==> src/rtl/cohu_pkg.sv <==
package cohu_pkg;
   // Offsets the decoder depends on
   localparam int unsigned OFF_CTRL = 'h00;
   localparam int unsigned OFF_CFG  = 'h04;
   localparam int unsigned OFF_STAT = 'h08;   // four lane offsets from here

   typedef enum logic [1:0] {
      REG_NONE = 2'd0,
      REG_CTRL = 2'd1,
      REG_CFG  = 2'd2,
      REG_STAT = 2'd3
   } region_e;
endpackage

==> src/rtl/cohu_wmask.sv <==
module cohu_wmask #(
   parameter int unsigned DATA_W = 32,
   parameter int unsigned SIZE_W = 3
) (
   input  logic [SIZE_W-1:0] size,
   output logic [DATA_W-1:0] mask,
   output logic              ok
);
   if (DATA_W != 32) begin : g_bad_width
      $error("cohu_wmask: DATA_W must be 32");
   end

   always_comb begin
      mask = '0;
      ok   = 1'b0;
      unique case (size)
         SIZE_W'(1): begin mask = DATA_W'(32'h0000_00FF); ok = 1'b1; end
         SIZE_W'(2): begin mask = DATA_W'(32'h0000_FFFF); ok = 1'b1; end
         SIZE_W'(4): begin mask = '1;                     ok = 1'b1; end
         default:    begin mask = '0;                     ok = 1'b0; end
      endcase
   end


   always_comb begin
      lane0_full_chk : assert (!ok || mask[7:0] == 8'hFF)
         else $error("accepted size without a full low byte mask");
   end
endmodule

==> src/rtl/cohu_cfg_word.sv <==
module cohu_cfg_word #(
   parameter int unsigned NUM_CORES = 1,
   parameter int unsigned DATA_W    = 32
) (
   output logic [DATA_W-1:0] word
);
   localparam int unsigned CNT_W  = 2;
   localparam int unsigned MASK_LO = 4;
   localparam logic [CNT_W-1:0] CNT_ENC = CNT_W'(NUM_CORES - 1);

   if (NUM_CORES < 1 || NUM_CORES > 4) begin : g_bad_cores
      $error("cohu_cfg_word: NUM_CORES must be 1..4");
   end

   for (genvar b = 0; b < DATA_W; b++) begin : g_bit
      if (b >= MASK_LO && b < MASK_LO + NUM_CORES) begin : g_core
         assign word[b] = 1'b1;
      end else if (b < CNT_W) begin : g_cnt
         assign word[b] = CNT_ENC[b];
      end else begin : g_zero
         assign word[b] = 1'b0;
      end
   end
endmodule

==> src/rtl/cohu_pwr_status.sv <==
module cohu_pwr_status #(
   parameter int unsigned DATA_W = 32,
   parameter int unsigned LANE_W = 2
) (
   input  logic              clk,
   input  logic              rst_n,
   input  logic              we,
   input  logic [LANE_W-1:0] lane,
   input  logic [DATA_W-1:0] mask,
   input  logic [DATA_W-1:0] wdata,
   output logic [DATA_W-1:0] q
);
   localparam int unsigned SH_W = LANE_W + 3;

   logic [SH_W-1:0]   sh;
   logic [DATA_W-1:0] m_sh;
   logic [DATA_W-1:0] d_sh;
   logic [DATA_W-1:0] q_r = '0;   // power-up value; functional reset leaves it

   assign sh   = {lane, 3'b000};
   assign m_sh = mask << sh;
   assign d_sh = (wdata & mask) << sh;

   always_ff @(posedge clk) begin
      if (we) begin
         q_r <= (q_r & ~m_sh) | d_sh;
      end
   end

   assign q = q_r;


   idle_hold_chk : assert property (@(posedge clk) disable iff (!rst_n)
      !we |=> $stable(q));


   lane_keep_chk : assert property (@(posedge clk) disable iff (!rst_n)
      we |=> ((q ^ $past(q)) & ~$past(m_sh)) == '0);
endmodule

==> src/rtl/cohu_regs.sv <==
module cohu_regs #(
   parameter int unsigned NUM_CORES = 1,
   parameter int unsigned DATA_W    = 32,
   parameter int unsigned WIN_BYTES = 256,
   parameter int unsigned SIZE_W    = 3
) (
   input  logic                         clk,
   input  logic                         rst_n,
   input  logic                         rd_en,
   input  logic                         wr_en,
   input  logic [$clog2(WIN_BYTES)-1:0] addr,
   input  logic [SIZE_W-1:0]            size,
   input  logic [DATA_W-1:0]            wdata,
   output logic [DATA_W-1:0]            rdata,
   output logic                         rvalid
);
   import cohu_pkg::*;

   localparam int unsigned ADDR_W = $clog2(WIN_BYTES);
   localparam int unsigned LANE_W = $clog2(DATA_W / 8);

   if (WIN_BYTES < 128 || (1 << ADDR_W) != WIN_BYTES) begin : g_bad_win
      $error("cohu_regs: WIN_BYTES must be a power of two of at least 128");
   end
   if (DATA_W != 32) begin : g_bad_width
      $error("cohu_regs: DATA_W must be 32");
   end

   region_e           region;
   logic [DATA_W-1:0] wmask;
   logic              size_ok;
   logic              wr_ok;
   logic              ctrl_q;
   logic [DATA_W-1:0] cfg_word;
   logic [DATA_W-1:0] stat_q;
   logic [DATA_W-1:0] rmux;
   logic [DATA_W-1:0] rdata_q;
   logic              rvalid_q;

   // Offset decode
   always_comb begin
      if (addr == ADDR_W'(OFF_CTRL))
         region = REG_CTRL;
      else if (addr == ADDR_W'(OFF_CFG))
         region = REG_CFG;
      else if (addr[ADDR_W-1:LANE_W] == (ADDR_W - LANE_W)'(OFF_STAT >> LANE_W))
         region = REG_STAT;
      else
         region = REG_NONE;
   end

   cohu_wmask #(.DATA_W(DATA_W), .SIZE_W(SIZE_W)) u_wmask (
      .size (size),
      .mask (wmask),
      .ok   (size_ok)
   );

   cohu_cfg_word #(.NUM_CORES(NUM_CORES), .DATA_W(DATA_W)) u_cfg (
      .word (cfg_word)
   );

   assign wr_ok = wr_en && size_ok;

   cohu_pwr_status #(.DATA_W(DATA_W), .LANE_W(LANE_W)) u_stat (
      .clk   (clk),
      .rst_n (rst_n),
      .we    (wr_ok && region == REG_STAT),
      .lane  (addr[LANE_W-1:0]),
      .mask  (wmask),
      .wdata (wdata),
      .q     (stat_q)
   );

   // Control bit
   always_ff @(posedge clk or negedge rst_n) begin
      if (!rst_n)
         ctrl_q <= 1'b0;
      else if (wr_ok && region == REG_CTRL)
         ctrl_q <= wdata[0];
   end

   // Read mux (pre-write state)
   always_comb begin
      unique case (region)
         REG_CTRL: rmux = {{(DATA_W-1){1'b0}}, ctrl_q};
         REG_CFG:  rmux = cfg_word;
         REG_STAT: rmux = stat_q >> {addr[LANE_W-1:0], 3'b000};
         default:  rmux = '0;
      endcase
   end

   always_ff @(posedge clk or negedge rst_n) begin
      if (!rst_n) begin
         rdata_q  <= '0;
         rvalid_q <= 1'b0;
      end else begin
         rvalid_q <= rd_en;
         rdata_q  <= rd_en ? rmux : '0;
      end
   end

   assign rdata  = rdata_q;
   assign rvalid = rvalid_q;


   ctrl_store_chk : assert property (@(posedge clk) disable iff (!rst_n)
      (wr_en && size_ok && addr == ADDR_W'(OFF_CTRL)) |=> ctrl_q == $past(wdata[0]));


   cfg_read_chk : assert property (@(posedge clk) disable iff (!rst_n)
      (rvalid && $past(region) == REG_CFG) |-> rdata == cfg_word);


   stat_full_chk : assert property (@(posedge clk) disable iff (!rst_n)
      (rvalid && $past(region) == REG_STAT && $past(addr[LANE_W-1:0]) == '0)
         |-> rdata == $past(stat_q));


   hole_zero_chk : assert property (@(posedge clk) disable iff (!rst_n)
      (rvalid && $past(region) == REG_NONE) |-> rdata == '0);


   rvalid_follow_chk : assert property (@(posedge clk) disable iff (!rst_n)
      rd_en |=> rvalid);
endmodule

==> config.mk <==
export PLATFORM = sky130hd
export DESIGN_NAME = cohu_regs
export DESIGN_NICKNAME = d
export VERILOG_FILES = /design/src/rtl/cohu_pkg.sv /design/src/rtl/cohu_wmask.sv /design/src/rtl/cohu_cfg_word.sv /design/src/rtl/cohu_pwr_status.sv /design/src/rtl/cohu_regs.sv
export SDC_FILE = /design/constraint.sdc
export NUM_CORES = 1
export LEC_CHECK = 0
export ABC_AREA = 1
export ABC_CLOCK_PERIOD_IN_PS = 1500
export BUFFER_PORTS_ARGS = -buffer_cell sky130_fd_sc_hd__buf_2
export CELL_PAD_IN_SITES_DETAIL_PLACEMENT = 1
export CELL_PAD_IN_SITES_GLOBAL_PLACEMENT = 2
export CORE_MARGIN = 8
export CORE_UTILIZATION = 31
export CTS_CLUSTER_SIZE = 28
export DETAILED_ROUTE_END_ITERATION = 16
export PLACE_DENSITY = 0.87
export REMOVE_ABC_BUFFERS = 1
export SYNTH_ARGS = -nofsm -noshare
export SYNTH_HDL_FRONTEND = slang
export SYNTH_SLANG_ARGS = --single-unit
==> constraint.sdc <==
create_clock -name clk -period 1.5 [get_ports clk]
set_clock_uncertainty 0.2 [all_clocks]
set_input_delay 0.15 -clock clk [delete_from_list [all_inputs] [get_ports clk]]
set_output_delay 0.15 -clock clk [all_outputs]
set_load 0.05 [all_outputs]
==> results.sh, run 1 <==
export IMPL_dr_pass1_iters=5
export IMPL_initial_core_util_pct=31.3
export IMPL_rsz0062_at_grt="no"
export IMPL_cp_start_kind="input port"
export IMPL_path_max_fanout=32
export IMPL_syn_inst=441
export IMPL_fin_hold_ws_ns=0.0385
export IMPL_coreArea_um2=11300
export IMPL_antenna_found_initial=0
export IMPL_arrival_ns=1.25
export IMPL_ys_top_cells_by_area="edfxtp_1 (27%), dfrtp_1 (24%), nand2_1 (16%), nand3_1 (8.1%), nor2_1 (6.0%)"
export IMPL_dp_slack_ns=-0.127
export IMPL_syn_area_per_cell_um2=7.99
export IMPL_post_cts_buffers=0
export IMPL_yosysTopAreaCell="edfxtp_1"
export IMPL_port_buffers=79
export IMPL_endpoint_kind="register"
export IMPL_io_pin_count=80
export IMPL_grt_pass1_vias=3690
export IMPL_slew_headroom_pct=52.9
export IMPL_leakagePower_uw=0.00243
export IMPL_dp_cells=689
export IMPL_power_density_nw_per_um2=940
export IMPL_cts_tree="done"
export IMPL_busiest_layer="met2"
export IMPL_ys_flop_type="dfrtp_1"
export IMPL_diodes=0
export IMPL_clk_pin_slew_ns=0.05
export IMPL_insertion_delay_ns=0.33
export IMPL_ys_ff_latch=66
export IMPL_syn_area_um2=3520
export IMPL_drc=0
export IMPL_row_count=39
export IMPL_cts_resized=0
export IMPL_period_minus_slack_ns=1.43
export IMPL_cts_root_buffer="clkbuf_16"
export IMPL_setup_violations=0
export IMPL_report_final_slew_viol_count=0
export IMPL_grt_overflow_total=0
export IMPL_grt_first_pass_wirelength_um=18800
export IMPL_cts_sinks=66
export IMPL_maxCapViolations=0
export IMPL_hold_class="input port to register"
export IMPL_dp_hpwl_um=9140
export IMPL_drive_gt1_share_pct=27.2
export IMPL_met1_usage_pct=20.2
export IMPL_cts_max_path_buffers=2
export IMPL_dieArea_um2=15000
export IMPL_yosysSeqAreaShare_pct=51.4
export IMPL_tightestPinTransition_ns=0.707
export IMPL_required_ns=1.32
export IMPL_via_per_inst=4.72
export IMPL_synth_cell_types=27
export IMPL_grt_use_met3_pct=2.67
export IMPL_use_met2_pct=26.9
export IMPL_p_total_uw=4470
export IMPL_regArea_um2=1810
export IMPL_grt_max_degree=35
export IMPL_htreeDepth=3
export IMPL_nFillCells=1406
export IMPL_finalSetupTns_ns=0
export IMPL_synth_top_area_share_pct=27.3
export IMPL_worstSetupPathType="input port to register"
export IMPL_fp_dieW_um=123
export IMPL_grtUsageTotal_pct=16.2
export IMPL_die_h_um=123
export IMPL_wl_um=11500
export IMPL_multi_input_area_um2=1470
export IMPL_status="finished, final reports clean"
export IMPL_final_cells=716
export IMPL_finalWeightedCongestion=0.887
export IMPL_synth_edff_count=32
export IMPL_synthMostInstantiatedCell="nand2_1"
export IMPL_fmax_mhz=699
export IMPL_drtIter0Drc=145
export IMPL_cts_buffers=9
export IMPL_yosys_warnings=0
export IMPL_num_vias=3382
export IMPL_area_growth_synth_to_final_pct=34.8
export IMPL_hold_viol=0
export IMPL_antenna_left=0
export IMPL_layout_nets=615
export IMPL_routedWlPerCell_um=16.1
export IMPL_fin_crit_sh_pct=95.3
export IMPL_synth_async_reset_ratio_pct=51.5
export IMPL_peakVddDrop_v=0.000580
export IMPL_final_setup_worst_slack_ns=0.0699
export IMPL_synth_common_cells="nand2_1 (153), nand3_1 (57), nor2_1 (56), dfrtp_1 (34)"
## critical path: stages
cell and delay [ns]:
dlygate4sd3_1 0.52, buf_2 0.13, and3_1 0.21, buf_12 0.23
## routing by layer
metal | up-vias | wire [um]
met1 | 1570 | 5140
met5 | - | 0
met3 | 18 | 715
li1 | 1690 | -
met2 | 104 | 5450
met4 | 0 | 229
## placed cells by master, fill, tap and decap left out, types with 4 or more instances in the layout
master / n
o21ai_0: 11
buf_4: 40
buf_2: 79
inv_2: 4
dlygate4sd3_1: 11
nand2_2: 4
clkbuf_16: 9
nand3_2: 4
a21oi_1: 8
inv_1: 32
nand2_1: 153
edfxtp_1: 32
nand3_1: 57
a31oi_1: 7
dfrtp_1: 34
nor2_1: 56
o221ai_1: 6
## kinds of logic after synthesis
logic type	share of synthesized area (%)
simple gates	35.5
flops	51.4
buf+inv	6.92
compound gates	6.18
## per-stage QoR
| stage | cell area [um2] | utilization (%) |
|---|---|---|
| detailed placement | 4350 | 38.6 |
| finish | 4750 | 42.1 |
| floorplan | 3420 | - |
| CTS | 4750 | 42.1 |
| global route | 4750 | 42.1 |
| global placement | 4350 | 38.6 |
## state kept, by name, indices dropped and copies added (netlist names)
name,cells
ctrl_q,1
rdata,32
rvalid,1
u_stat.q,32
## area by class of cell
| class | instances | area share [%] |
|---|---|---|
| Clock buffer | 12 | 5.19 |
| Clock inverter | 4 | 0.896 |
| Sequential cell | 66 | 38.1 |
| Multi-Input combinational cell | 322 | 30.9 |
| Timing Repair Buffer | 133 | 18.2 |
| Tap cell | 143 | 3.77 |
| Inverter | 36 | 2.85 |
## power by group
group	internal, uW	leakage (uW)	switching [uW]
Sequential	1910	0.000761	2.26
Combinational	208	0.00153	329
Clock	1320	0.000142	702
## final timing paths
path / to / slack, ns / startpoint / depth (start not counted)
max in group asynchronous: rdata[8] / 0.42 / rst_n / 2
setup / recovery: u_stat.q[2] / 0.07 / wr_en / 4
hold / removal: u_stat.q[25] / 0.04 / wdata[25] / 5
min in group asynchronous: rdata[10] / 0.22 / rst_n / 2
setup reg to reg: rdata[1] / 0.15 / u_stat.q[17] / 4
hold reg to reg: ctrl_q / 0.29 / ctrl_q / 2
## repair_timing
item | CTS | global route
hold buffers | 11 | 0
endpoints found under the setup margin | 0 | 0
hold endpoints to repair | 51 | 0
(Power assumes the default switching activity.)
==> run 2, diff against run 1 <==
- MAX_ROUTING_LAYER: default -> met4
==> results.sh, run 2 (same netlist as run 1, synthesis figures left out) <==
export IMPL_fin_hold_ws_ns=0.0386
export IMPL_post_cts_buffers=0
export IMPL_num_vias=3368
export IMPL_fmax_mhz=698
export IMPL_regToRegSetupSlack_ns=0.17
export IMPL_grt_first_pass_wirelength_um=18800
export IMPL_hp_start="wdata[25]"
export IMPL_hold_viol=0
export IMPL_insertion_delay_ns=0.33
export IMPL_drtIter0Drc=139
export IMPL_tightestPinTransition_ns=0.701
export IMPL_row_count=39
export IMPL_dp_hpwl_um=9140
export IMPL_cts_root_buffer="clkbuf_16"
export IMPL_cts_resized=0
export IMPL_fin_crit_sh_pct=95.5
export IMPL_grt_overflow_total=0
export IMPL_grtUsageTotal_pct=16.7
export IMPL_diodes=0
export IMPL_dr_pass1_iters=4
export IMPL_cts_max_path_buffers=2
export IMPL_wl_um=11500
export IMPL_period_minus_slack_ns=1.43
export IMPL_layout_nets=615
export IMPL_die_h_um=123
export IMPL_area_growth_synth_to_final_pct=34.8
export IMPL_status="finished, final reports clean"
export IMPL_cts_tree="done"
export IMPL_io_pin_count=80
export IMPL_cts_sinks=66
export IMPL_cp_start_kind="input port"
export IMPL_peakVddDrop_v=0.000580
export IMPL_drive_gt1_share_pct=27.2
export IMPL_routedWlPerCell_um=16.1
export IMPL_clk_pin_slew_ns=0.05
export IMPL_crit_chain="dlygate4sd3_1 -> buf_2 -> and3_1 -> buf_12"
export IMPL_via_per_inst=4.70
export IMPL_initial_core_util_pct=31.3
export IMPL_finalSetupTns_ns=0
export IMPL_slew_headroom_pct=53.3
export IMPL_reg2reg_from="u_stat.q[17]"
export IMPL_critical_path_startpoint="wr_en"
export IMPL_arrival_ns=1.25
export IMPL_dieArea_um2=15000
export IMPL_critPathTopFamily="buffers and inverters"
export IMPL_hold_class="input port to register"
export IMPL_finalWeightedCongestion=0.902
export IMPL_grt_max_degree=35
export IMPL_hold_buffers=11
export IMPL_coreArea_um2=11300
export IMPL_grt_pass1_vias=3690
export IMPL_report_final_slew_viol_count=0
export IMPL_antenna_found_initial=0
export IMPL_fp_dieW_um=123
export IMPL_crit_slowest_cell="dlygate4sd3_1"
export IMPL_layout_commonest_cell="nand2_1"
export IMPL_maxCapViolations=0
export IMPL_path_max_fanout=32
export IMPL_htreeDepth=3
export IMPL_worstPathBufferInverterCount=3
export IMPL_cts_buffers=9
export IMPL_layout_common_cells="nand2_1 (153), buf_2 (79), nand3_1 (57)"
export IMPL_worstSetupPathType="input port to register"
export IMPL_antenna_left=0
export IMPL_required_ns=1.32
export IMPL_port_buffers=79
export IMPL_slowest_delay_ns=0.52
export IMPL_rsz0062_at_grt="no"
export IMPL_leakagePower_uw=0.00243
export IMPL_drc=0
export IMPL_endpoint_kind="register"
export IMPL_power_density_nw_per_um2=940
export IMPL_setup_violations=0
==> run 2: path summary, 6_finish.rpt <==
check / end / cells after the start
setup / recovery: u_stat.q[2] / 4
max in group asynchronous: rdata[8] / 2
setup reg to reg: rdata[1] / 4
min in group asynchronous: rdata[13] / 2
hold reg to reg: ctrl_q / 2
hold / removal: u_stat.q[25] / 5
==> run 2: per-layer routing <==
layer	routed length (um)	global-route usage (%)
met4	264	7.54
met2	5480	26.9
met1	5180	20.5
met3	602	2.30
met5	0	-
==> run 2: tightest hold or removal path: stages <==
cell and delay [ns]:
buf_2 0.08, nand2_1 0.04, nand2_1 0.06, nand2_1 0.05
nand3_1 0.07
==> run 2: where the power goes <==
part	switching (uW)	total [uW]	internal, uW	leakage (uW)
logic	327	536	208	0.00153
clock network	702	2020	1320	0.000142
registers	2.27	1910	1910	0.000761
total	1030	4470	3430	0.00243
==> run 2: metrics by stage <==
step | std cells | cell area, um2 | utilization, % | power, uW | setup WS [ns]
2_1_floorplan | 424 | 3420 | - | 2170 | -0.578
5_1_grt | 716 | 4750 | 42.1 | 4630 | 0.0302
6_report | 716 | 4750 | 42.1 | 4470 | 0.0682
3_5_place_dp | 689 | 4350 | 38.6 | 2460 | -0.127
4_1_cts | 716 | 4750 | 42.1 | 4520 | 0.0726
3_3_place_gp | 689 | 4350 | 38.6 | 2440 | -0.0690
==> run 2: area by class of cell <==
type / instances / area, um2
fill: 1406 / 6520
sequential: 66 / 1810
multi-input combinational: 322 / 1470
timing repair buffer: 133 / 866
clock buffer: 12 / 246
tap: 143 / 179
inverter: 36 / 135
clock inverter: 4 / 42.5
==> run 3, diff against run 2 <==
- ABC_AREA: 1 -> default
- CORE_UTILIZATION: 31 -> 35
- PLACE_DENSITY: 0.87 -> 0.86
- SLEW_MARGIN: default -> 10
==> results.sh, run 3 <==
export IMPL_layout_common_cells="buf_2 (77), buf_4 (40), dfrtp_1 (34)"
export IMPL_finalWeightedCongestion=0.848
export IMPL_synth_common_cells="dfrtp_1 (34), edfxtp_1 (32), nor2_1 (30), mux2i_1 (28), a221o_1 (19)"
export IMPL_synth_compound_area_share_pct=17.0
export IMPL_synthXorXnorAreaFrac_pct=1.43
export IMPL_setup_violations=0
export IMPL_syn_inst=294
export IMPL_status="finished, final reports clean"
export IMPL_final_setup_worst_slack_ns=0.0209
export IMPL_htreeDepth=3
export IMPL_worstPathBufferInverterCount=2
export IMPL_worstSetupPathType="input port to register"
export IMPL_crit_slowest_cell="a221o_1"
export IMPL_cts_sinks=66
export IMPL_tightestPinTransition_ns=0.427
export IMPL_yosysTopAreaCell="edfxtp_1"
export IMPL_drc=0
export IMPL_syn_area_um2=3500
export IMPL_antenna_left=0
export IMPL_die_h_um=116
export IMPL_postPlaceCellArea_um2=4290
export IMPL_synth_cell_types=46
export IMPL_insertion_delay_ns=0.35
export IMPL_synth_top_area_share_pct=27.5
export IMPL_postLayoutCellArea_um2=4790
export IMPL_clk_pin_slew_ns=0.07
export IMPL_port_buffers=79
export IMPL_grt_pass1_vias=3263
export IMPL_initial_core_util_pct=36.0
export IMPL_grt_first_pass_wirelength_um=17800
export IMPL_nFillCells=1098
export IMPL_report_final_slew_viol_count=0
export IMPL_endpoint_kind="register"
export IMPL_grt_use_met3_pct=2.97
export IMPL_cts_tree="done"
export IMPL_dr_pass1_iters=5
export IMPL_busiest_layer="met2"
export IMPL_slowest_delay_ns=0.33
export IMPL_seq_power_share_pct=44.9
export IMPL_grtUsageTotal_pct=17.8
export IMPL_path_max_fanout=8
export IMPL_met1_usage_pct=20.4
export IMPL_synthMuxAreaShare_pct=11.2
export IMPL_share_clk_of_total_power_pct=40.3
export IMPL_arrival_ns=1.37
export IMPL_peakVddDrop_v=0.000363
export IMPL_dieArea_um2=13500
export IMPL_row_count=36
export IMPL_cts_max_path_buffers=2
export IMPL_drtIter0Drc=214
export IMPL_ys_ff_latch=66
export IMPL_period_minus_slack_ns=1.48
export IMPL_yosys_warnings=0
export IMPL_crit_chain="clkbuf_4 -> buf_4 -> a21bo_2 -> o22ai_2 -> a21oi_4 -> a221o_1"
export IMPL_diodes=0
export IMPL_syn_area_per_cell_um2=11.9
export IMPL_wl_um=11500
export IMPL_grt_overflow_total=0
export IMPL_dp_slack_ns=-0.405
export IMPL_antenna_found_initial=0
export IMPL_synth_edff_count=32
export IMPL_maxCapViolations=0
export IMPL_area_growth_synth_to_final_pct=36.8
export IMPL_power_switching_uw=1060
export IMPL_power_density_nw_per_um2=886
export IMPL_cts_buffers=9
export IMPL_layout_commonest_cell="buf_2"
export IMPL_io_pin_count=80
export IMPL_final_util_pct=49.2
export IMPL_layout_nets=471
export IMPL_synthSimpleGateAreaFrac_pct=14.2
export IMPL_multi_input_area_um2=1600
export IMPL_fin_hold_ws_ns=0.0209
export IMPL_num_vias=3056
export IMPL_slew_headroom_pct=71.5
export IMPL_fp_dieW_um=116
export IMPL_leakagePower_uw=0.00218
export IMPL_fmax_mhz=676
export IMPL_p_int_uw=3180
export IMPL_use_met2_pct=30.9
export IMPL_drive_gt1_share_pct=40.6
export IMPL_yosysSeqAreaShare_pct=51.8
export IMPL_synth_async_reset_ratio_pct=51.5
export IMPL_hold_class="input port to register"
export IMPL_fin_crit_sh_pct=98.6
export IMPL_routedWlPerCell_um=20.4
export IMPL_cts_root_buffer="clkbuf_8"
export IMPL_hold_viol=0
export IMPL_swShare_pct=24.9
export IMPL_synth_top_family_by_area="compound AO/OA/AOI/OAI gates"
export IMPL_required_ns=1.39
export IMPL_cp_start_kind="input port"
export IMPL_ys_top_cells_by_area="edfxtp_1 (27%), dfrtp_1 (24%), mux2i_1 (8.0%), a221o_1 (5.4%), mux2_2 (3.2%)"
export IMPL_combinationalPowerShare_pct=14.7
export IMPL_critPathTopFamily="compound AO/OA/AOI/OAI gates"
export IMPL_synthMostInstantiatedCell="dfrtp_1"
export IMPL_via_per_inst=5.44
export IMPL_coreArea_um2=9730
export IMPL_dp_hpwl_um=8540
export IMPL_regArea_um2=1810
export IMPL_synthAdderAreaFrac_pct=0
export IMPL_grt_max_degree=35
export IMPL_ys_flop_type="dfrtp_1"
## run 3: cell types whose count changed after synthesis, moves of 11 or more
cell and change:
nand3_1 -52, a221o_1 +19, o21ai_0 -11, nand2_1 -144
mux2i_1 +28, a211oi_1 +12, inv_1 -32, and3_1 +13
nor2_1 -26
## run 3: power by group through the flow
stage / Sequential, uW / Combinational (uW) / Clock [uW]
6_report: 1910 / 624 / 1710
5_1_grt: 1910 / 670 / 1780
4_1_cts: 1910 / 604 / 1730
3_5_place_dp: 1940 / 561 / 0
3_3_place_gp: 1940 / 540 / 0
2_1_floorplan: 1960 / 211 / 0
## run 3: kinds of logic (layout without fill, tap and decap cells)
kind of cell,count (synthesis),after routing
and+or+nand+nor,90,90
muxes,38,38
xor gates and xnor gates,4,4
buffers and inverters,23,158
DFF,66,66
AOI/OAI and AO/OA,73,73
## run 3: worst min-delay path, stage by stage
cell	delay (ns)
buf_2	0.10
a22o_1	0.12
a221o_1	0.10
## run 3: cell type report
cell class	instances	share of cell area, %
multi-input cells	205	33.4
flip-flops and latches	66	37.8
clock buffers	10	2.88
clock inverters	6	1.88
repair buffers	141	20.5
well taps	133	3.48
inverters	1	0.0784
## run 3: final timing paths
| path | slack, ns | startpoint | to | depth (start not counted) |
|---|---|---|---|---|
| max | 0.02 | size[2] | u_stat.q[16] | 6 |
| min | 0.02 | wdata[18] | u_stat.q[18] | 3 |
| max reg2reg | 0.07 | u_stat.q[4] | rdata[4] | 4 |
| min reg2reg | 0.32 | ctrl_q | ctrl_q | 1 |
| max in group asynchronous | 0.60 | rst_n | rdata[16] | 3 |
| min in group asynchronous | 0.18 | rst_n | rdata[13] | 3 |
## run 3: repair_timing
action                     CTS  global route
gates resized for setup      2            13
gates cloned                 0             1
setup endpoints to repair    8            59
buffers inserted             0             1
pin swaps                    0             3
hold endpoints to repair    62             0
hold buffers                17             0
## run 3: layer usage
layer	vias to the layer above	share of wire [%]
met2	96	52
met5	-	0
li1	1401	-
met4	0	1.1
met1	1550	41
met3	9	5.7
## run 3: metrics by stage
stage	power [uW]	instances	TNS [ns]
finish	4240	562	0
detailed placement	2500	528	-25.38
global route	4350	562	-0.373
global placement	2480	528	-20.56
floorplan	2170	272	-37.68
CTS	4240	561	0
